==> config.mk <==
export PLATFORM = sky130hd
export DESIGN_NAME = i2c_scl_timer
export DESIGN_NICKNAME = d
export VERILOG_FILES = /design/src/rtl/i2c_scl_pkg.sv /design/src/rtl/scl_phase_calc.sv /design/src/rtl/scl_phase_fsm.sv /design/src/rtl/setup_delay_timer.sv /design/src/rtl/i2c_scl_timer.sv
export SDC_FILE = /design/constraint.sdc
export NUM_CORES = 1
export LEC_CHECK = 0
export BUFFER_PORTS_ARGS = -buffer_cell sky130_fd_sc_hd__buf_2
export CORE_UTILIZATION = 60
export CTS_CLUSTER_DIAMETER = 200
export DETAILED_ROUTE_END_ITERATION = 10
export PLACE_DENSITY = 0.79
export SYNTH_ARGS = -nofsm -noshare
export SYNTH_HDL_FRONTEND = slang
export SYNTH_HIERARCHICAL = 1
export SYNTH_SLANG_ARGS = --single-unit
==> constraint.sdc <==
create_clock -name clk -period 2.6 [get_ports clk]
set_input_delay 0.26 -clock clk [delete_from_list [all_inputs] [get_ports clk]]
set_output_delay 0.26 -clock clk [all_outputs]
set_load 0.01 [all_outputs]
==> src/rtl/i2c_scl_pkg.sv <==
package i2c_scl_pkg;

    typedef enum logic [1:0] {
        SPD_STD   = 2'b00,
        SPD_FAST  = 2'b01,
        SPD_FPLUS = 2'b10,
        SPD_HIGH  = 2'b11
    } spd_mode_e;

    typedef enum logic [1:0] {
        ST_IDLE,
        ST_LOW,
        ST_WAIT_HIGH,
        ST_HIGH
    } phase_e;

    typedef enum logic {
        TM_IDLE,
        TM_COUNT
    } tmr_e;

endpackage

==> src/rtl/scl_phase_calc.sv <==
module scl_phase_calc
    import i2c_scl_pkg::*;
#(
    parameter int BAUD_W = 16,
    parameter int LEN_W  = BAUD_W + 1
) (
    input  logic [1:0]        mode_raw,
    input  logic [BAUD_W-1:0] baud,
    output logic [LEN_W-1:0]  low_len,
    output logic [LEN_W-1:0]  high_len,
    output logic              run_en
);

    spd_mode_e eff_mode;

    // high-speed has no dedicated timing: it falls back to standard
    always_comb begin
        unique case (mode_raw)
            2'b01:   eff_mode = SPD_FAST;
            2'b10:   eff_mode = SPD_FPLUS;
            default: eff_mode = SPD_STD;
        endcase
    end

    always_comb begin
        if (eff_mode == SPD_STD) low_len = {1'b0, baud};
        else                     low_len = {baud, 1'b0};
        high_len = {1'b0, baud};
        run_en   = (baud != '0);
    end

endmodule

==> src/rtl/scl_phase_fsm.sv <==
module scl_phase_fsm
    import i2c_scl_pkg::*;
#(
    parameter int LEN_W = 17
) (
    input  logic             clk,
    input  logic             rst_n,
    input  logic             run_en,
    input  logic [LEN_W-1:0] low_len,
    input  logic [LEN_W-1:0] high_len,
    input  logic             scl_in,
    output logic             drive_low,
    output logic             low_strobe,
    output logic             high_strobe,
    output logic             setup_start
);

    phase_e           st, nxt;
    logic [LEN_W-1:0] cnt, cnt_nxt;
    logic             stretched, stretched_nxt;

    always_comb begin
        nxt           = st;
        cnt_nxt       = cnt;
        stretched_nxt = stretched;
        setup_start   = 1'b0;
        if (!run_en) begin
            nxt           = ST_IDLE;
            cnt_nxt       = '0;
            stretched_nxt = 1'b0;
        end else begin
            unique case (st)
                ST_IDLE: begin
                    nxt     = ST_LOW;
                    cnt_nxt = low_len - 1'b1;
                end
                ST_LOW: begin
                    if (cnt == '0) begin
                        nxt           = ST_WAIT_HIGH;
                        stretched_nxt = 1'b0;
                    end else begin
                        cnt_nxt = cnt - 1'b1;
                    end
                end
                ST_WAIT_HIGH: begin
                    if (scl_in) begin
                        nxt           = ST_HIGH;
                        cnt_nxt       = high_len - 1'b1;
                        setup_start   = stretched;
                        stretched_nxt = 1'b0;
                    end else begin
                        stretched_nxt = 1'b1;
                    end
                end
                ST_HIGH: begin
                    if (cnt == '0) begin
                        nxt     = ST_LOW;
                        cnt_nxt = low_len - 1'b1;
                    end else begin
                        cnt_nxt = cnt - 1'b1;
                    end
                end
                default: nxt = ST_IDLE;
            endcase
        end
    end

    // state register
    always_ff @(posedge clk or negedge rst_n) begin
        if (!rst_n) begin
            st        <= ST_IDLE;
            cnt       <= '0;
            stretched <= 1'b0;
        end else begin
            st        <= nxt;
            cnt       <= cnt_nxt;
            stretched <= stretched_nxt;
        end
    end

    // registered outputs
    always_ff @(posedge clk or negedge rst_n) begin
        if (!rst_n) begin
            drive_low   <= 1'b0;
            low_strobe  <= 1'b0;
            high_strobe <= 1'b0;
        end else begin
            drive_low   <= (nxt == ST_LOW);
            low_strobe  <= (nxt == ST_LOW)  && (st != ST_LOW);
            high_strobe <= (nxt == ST_HIGH) && (st != ST_HIGH);
        end
    end

    AST_ZERO_BAUD_RELEASE: assert property (@(posedge clk) disable iff (!rst_n)
        !run_en |=> !drive_low) else $error("zero count left line driven");
    AST_HIGH_AFTER_LINE: assert property (@(posedge clk) disable iff (!rst_n)
        high_strobe |-> $past(scl_in)) else $error("high phase before line high");
    AST_STROBE_EXCL: assert property (@(posedge clk) disable iff (!rst_n)
        !(low_strobe && high_strobe)) else $error("both strobes high");
    AST_LOW_STROBE_DRIVE: assert property (@(posedge clk) disable iff (!rst_n)
        low_strobe |-> drive_low) else $error("low strobe without drive");

endmodule

==> src/rtl/setup_delay_timer.sv <==
module setup_delay_timer
    import i2c_scl_pkg::*;
#(
    parameter int CNT_W = 16
) (
    input  logic             clk,
    input  logic             rst_n,
    input  logic             start,
    input  logic [CNT_W-1:0] delay,
    output logic             done
);

    tmr_e             st;
    logic [CNT_W-1:0] rem;
    logic             expire;

    assign expire = (st == TM_COUNT) && (rem == CNT_W'(1)) && !start;

    always_ff @(posedge clk or negedge rst_n) begin
        if (!rst_n) begin
            st  <= TM_IDLE;
            rem <= '0;
        end else if (start) begin
            st  <= TM_COUNT;
            rem <= (delay == '0) ? CNT_W'(1) : delay;
        end else begin
            unique case (st)
                TM_IDLE:  rem <= rem;
                TM_COUNT: begin
                    if (rem == CNT_W'(1)) st <= TM_IDLE;
                    else                  rem <= rem - 1'b1;
                end
                default: st <= TM_IDLE;
            endcase
        end
    end

    always_ff @(posedge clk or negedge rst_n) begin
        if (!rst_n) done <= 1'b0;
        else        done <= expire;
    end

    AST_SETUP_SINGLE: assert property (@(posedge clk) disable iff (!rst_n)
        done |=> !done) else $error("setup pulse wider than one cycle");
    AST_SETUP_FROM_COUNT: assert property (@(posedge clk) disable iff (!rst_n)
        $rose(done) |-> $past(st == TM_COUNT)) else $error("setup pulse without count");

endmodule

==> src/rtl/i2c_scl_timer.sv <==
module i2c_scl_timer
    import i2c_scl_pkg::*;
#(
    parameter int BAUD_W  = 16,
    parameter int SETUP_W = 16
) (
    input  logic               clk,
    input  logic               rst_n,
    input  logic [1:0]         speed_mode,
    input  logic [BAUD_W-1:0]  baud_cnt,
    input  logic [SETUP_W-1:0] setup_cnt,
    input  logic               scl_in,
    output logic               scl_drive_low,
    output logic               low_strobe,
    output logic               high_strobe,
    output logic               setup_done
);

    localparam int LEN_W = BAUD_W + 1;

    logic [LEN_W-1:0] low_len, high_len;
    logic             run_en, setup_start;

    scl_phase_calc #(.BAUD_W(BAUD_W), .LEN_W(LEN_W)) calc_i (
        .mode_raw (speed_mode),
        .baud     (baud_cnt),
        .low_len  (low_len),
        .high_len (high_len),
        .run_en   (run_en)
    );

    scl_phase_fsm #(.LEN_W(LEN_W)) fsm_i (
        .clk         (clk),
        .rst_n       (rst_n),
        .run_en      (run_en),
        .low_len     (low_len),
        .high_len    (high_len),
        .scl_in      (scl_in),
        .drive_low   (scl_drive_low),
        .low_strobe  (low_strobe),
        .high_strobe (high_strobe),
        .setup_start (setup_start)
    );

    setup_delay_timer #(.CNT_W(SETUP_W)) tmr_i (
        .clk   (clk),
        .rst_n (rst_n),
        .start (setup_start),
        .delay (setup_cnt),
        .done  (setup_done)
    );

endmodule

======== Word-level counts from Yosys, hierarchy flattened ========
Index checks and enable logic that the tools add are counted.
cells by class
  add/subtract/negate cells ............... 4
  equality and inequality tests ........... 16
  muxes and demuxes ....................... 26
  bitwise gates (word level) .............. 1
  reduce and logical (&&, ||, !) cells .... 13
operator list
  cell                     number
  $mux W17                 5
  $pmux W17 S4             1
  $mux W16                 4
  $sub A17 B1 Y17 const B  2
  $logic_not A17 Y1        1
  $sub A16 B1 Y17 const B  1
  $eq A16 B1 Y1 const B    1
  $logic_not A16 Y1        1
  $reduce_bool A16 Y1      1
  $sub A16 B1 Y16 const B  1
  $ne A3 B3 Y1 const B     4
  $mux W1                  9
  $eq A2 B2 Y1 const B     4
  $mux W2                  4
  $pmux W2 S4              1
  $eq A2 B1 Y1 const B     3
  $reduce_and A2 Y1        3
  $logic_and A1 B1 Y1      4
  $logic_not A2 Y1         2
  $ne A2 B1 Y1 const B     2
  $pmux W2 S2              1
  $ne A3 B2 Y1 const B     1
  $ne A2 B2 Y1 const B     1
  $pmux W1 S2              1
  2 further kinds          2
storage, ports and cells
  register bits ........................... 41
  input bits .............................. 37
  logic and storage cells ................. 69

======== Depth between registers and ports, before layout ========
  depth after elaboration ................. 8
  mapped depth ............................ 11

======== Cells and area by module ========
Netlist, hierarchy kept.
modules (own cells, without submodules)
  module             times used  cells an instance  area an instance (µm²)  seq. area each (µm²)
  scl_phase_fsm      1           294                2292.2                  575.6
  setup_delay_timer  1           128                1182.4                  450.4
  scl_phase_calc     1           43                 374.1                   0.0

======== Worst setup path after synthesis ========
OpenSTA, ideal clock, no wires.
  path type ............................... input to register
  start ................................... input speed_mode[1]
  end ..................................... register fsm_i.cnt[16]
  library setup time ...................... 0.121 ns
  arrival time ............................ 2.565 ns
  path slack .............................. -0.086 ns
  cell stages on the path ................. 8
  buffers on the path ..................... 0
  cells stage by stage .................... xor2_2 > mux2_2 > or4_4 > or3_4 > nor4_4 > xnor2_1 > o21ai_2 > a22o_2
on the way
  cells in the longest elaborated chain, start to end .. 8
ends and longest elaborated chain
  item                                                 line                                      text
  start: declaration                                   i2c_scl_timer.sv:9                        input logic [1:0] speed_mode,
  $eq A2 B2 Y1 / $eq A2 B1 Y1 (equally long branches)  scl_phase_calc.sv:18                      unique case (mode_raw)
  $pmux W2 S2 *                                        scl_phase_calc.sv:18
  $logic_not A2 Y1 *                                   scl_phase_calc.sv:26                      if (eff_mode == SPD_STD) low_len = {1'b0, baud};
  $mux W17 *                                           scl_phase_calc.sv:26
  named net low_len[5]                                 i2c_scl_timer.sv:21                       logic [LEN_W-1:0] low_len, high_len;
  $sub A17 B1 Y17 *                                    scl_phase_fsm.sv:35, scl_phase_fsm.sv:58
  $mux W17                                             scl_phase_fsm.sv:56                       if (cnt == '0) begin
  $pmux W17 S4 *                                       scl_phase_fsm.sv:32                       unique case (st)
  $mux W17 *                                           scl_phase_fsm.sv:27                       if (!run_en) begin
  end signal: assignment                               scl_phase_fsm.sv:76                       cnt <= cnt_nxt;
  end: declaration                                     scl_phase_fsm.sv:19                       logic [LEN_W-1:0] cnt, cnt_nxt;
The timed path passes the listed nets; every way through them passes the cells marked *.
A chain may end at the register's enable or synchronous reset.

======== Final worst setup path ========
  start ................................... register fsm_i.cnt[0]
  end ..................................... register fsm_i.cnt[3]
on the way
  cells in the longest elaborated chain, start to end .. 4
ends and longest elaborated chain
  item                                                         line
  $sub A17 B1 Y17 / $logic_not A17 Y1 (equally long branches)  n/a
  $mux W17 (on tied branches)                                  scl_phase_fsm.sv:56, scl_phase_fsm.sv:38
  $pmux W17 S4                                                 scl_phase_fsm.sv:32
  $mux W17                                                     scl_phase_fsm.sv:27
Several ways; a longest one is shown, not always the timed one. The select of a mux whose other input is x is not followed.

==> metrics.yaml <==
synth-edff-count: 0
rr_startpoint: "fsm_i/cnt[0]"
grt_max_degree: 42
grt_pass1_vias: 3536
fin_crit_sh_pct: 95.3
synth_cell_types: 78
finalNonFillerCells: 580
finalHoldViolations: 0
setup_violations: 0
grtUsageMet2_pct: 50.4
syn_nets: 508
yosysTopAreaCellShare_pct: 26.7
ff2ff_path_depth: 7
nNetsFinal: 547
hold_class: "input pin to asynchronous set/reset pin"
crit_required_ps: 2790
grtUsageMet3_pct: 5.93
cp_slowest_stage_delay_ps: 570
dieArea_sq_mm: 0.00674
drv_slew: 0
initial_utilization_pct: 63.5
period_minus_slack_ps: 2480
numCtsBuffers: 5
die_w_um: 82.1
die_h_um: 82.1
rsz0062_at_grt: "false"
root_buffer: "clkbuf_8"
postPlaceCellArea_sq_mm: 0.00416
grt_pass1_wl_um: 17600
tightest_slew_ps: 914
startpoint: "fsm_i/cnt[0]"
final_area_sq_mm: 0.00426
dr.pass1.iters: 8
ys_top_cells_by_count: "44 x nand2_1, 41 x dfrtp_1, 36 x nor2_1"
synth.top_cells.by_area: "dfrtp_1 27%, mux2_2 4.4%, xnor2_1 4.3%"
power_density_mw_per_mm2: 605
path_max_fanout: 9
dp_hpwl_um: 7930
area_growth_syn_to_layout_pct: 10.7
met1_usage_pct: 51.2
skew_ps: 5.25
gr-total-overflow: 0
design.core.area_sq_mm: 0.00606
place.gp.congestion: 0.904
power.total_w: 0.00258
drtIter0Drc: 393
status: "finished, final reports clean"
grt_usage_pct: 34.6
cp_num_buf_inv: 1
yosysWarnings: 6
yosys_register_bits: 41
insertedDiodeCount: 0
vias: 3852
slew-limit-headroom_pct: 39.0
htree_num_levels: 2
r2r_slack_ps: 120
grt_antenna_before_repair: 0
fillers: 494
end_kind: "flip-flop"
clk_latency_ps: 300
postCtsHoldBufs: 0
dp.cells: 572
cp_slowest_cell: "a21oi_1"
wl_per_cell_um: 18.3
yosysMostFrequentCell: "nand2_1"
syn_avg_cell_area_sq_um: 8.28
yosys.area.top_type: "dfrtp_1"
post_cts_buffers: 0
viasPerCell: 6.64
cp-start-kind: "flip-flop"
cts_max_path_buffers: 2
clk_pin_slew_ps: 80
pre_cts_ws_ps: -118
cp.arrival_ps: 2660
synth_area_sq_mm: 0.00385
critical_path.top_delay_family: "simple AND/OR/NAND/NOR gates"
path_cells: "inv_1, ha_1, nor4b_1, and4_2, a21oi_1, a2111oi_0, or3_1"
ant_nets: 0
io_buffers: 40
crit_path_end: "fsm_i/cnt[3]"
clock_sinks: 41
final_util_pct: 70.3
fp-row-count: 28
drv_cap: 0
cp.depth: 7
drive_gt1_share_pct: 24.0
drc: 0
finalWirelength_um: 10600
fin_ws_ps: 122
grt_busiest_layer: "met1"
r2r_end: "fsm_i/cnt[3]"
critical_path_class: "flip-flop to flip-flop"
cts_tree: "yes"
cts_resized: 0
synth_cells: 465
ios: 41
p_leak_nw: 1.66
ys.flop_type: "dfrtp_1"
fmaxAchievable_mhz: 404
yosysSeqAreaShare_pct: 26.7
peakVddDrop_v: 0.000452
synthArstFlopShare_pct: 100
[layer usage]
metal	share of wire, %	vias to the layer above
met3	9.9	30
li1	-	1808
met4	2.3	0
met1	44	1779
met5	0	-
met2	44	235
[cell families after synthesis]
group / synth area share [%]
simple gates: 30.5
xor+xnor: 8.16
flops: 26.7
mux: 4.91
other cells: 0.0974
compound gates: 20.2
buf+inv: 7.57
fa+ha+maj: 1.95
[power by group]
part / switching [W] / total, W / internal [W]
clock network: 0.000235 / 0.000450 / 0.000215
registers: 0.000290 / 0.00111 / 0.000818
logic: 0.000520 / 0.00102 / 0.000501
total: 0.00104 / 0.00258 / 0.00153
[state kept, by name, summed over array words and instances (netlist names)]
signal             count
fsm_i/stretched        1
fsm_i/cnt             17
fsm_i/st               2
fsm_i/drive_low        1
fsm_i/low_strobe       1
fsm_i/high_strobe      1
tmr_i/rem             16
tmr_i/done             1
tmr_i/st               1
[placed cells by master (no fill, tap or decap), drive strengths merged, types with 3 or more instances in the layout]
cell / count
a21oi: 16
nand2b: 7
or4b: 4
dfrtp: 41
o21ai: 22
buf: 71
a22o: 3
o31ai: 5
a31oi: 6
or4: 10
nor2: 36
xor2: 16
o41a: 3
xnor2: 19
o22ai: 8
ha: 6
inv: 14
o2bb2ai: 3
nand4: 4
or3: 14
nand3b: 3
nand2: 44
nor3: 19
clkbuf: 6
nand3: 10
o311ai: 5
or2: 6
o21a: 4
nor2b: 4
o211ai: 7
nor4: 26
mux2: 15
and2: 4
clkinv: 4
[how the worst min path moves through the flow]
| stage | start | end | cells past startpoint |
|---|---|---|---|
| 2_1_floorplan | rst_n | fsm_i/cnt[0] | 0 |
| 3_3_place_gp | rst_n | fsm_i/cnt[4] | 1 |
| 3_5_place_dp | rst_n | fsm_i/cnt[3] | 1 |
| 4_1_cts | rst_n | fsm_i/cnt[3] | 1 |
| 5_1_grt | rst_n | fsm_i/cnt[4] | 1 |
| 6_report | rst_n | fsm_i/cnt[3] | 1 |
[per-stage QoR]
stage	hold slack, ps	TNS (ps)
2_1_floorplan	-35.6	0
3_3_place_gp	447	-283
3_5_place_dp	456	-686
4_1_cts	123	0
5_1_grt	173	0
6_report	84.2	0
[cell type report]
cell class	instances	area (sq um)	area share (%)
clock inverter	2	13.8	0.323
multi-input combinational	369	2550	59.9
sequential	41	1030	24.1
timing repair buffer	71	433	10.2
tap	75	93.8	2.20
clock buffer	6	82.6	1.94
inverter	16	60.1	1.41
No activity file was read; power rests on OpenSTA's default activity.
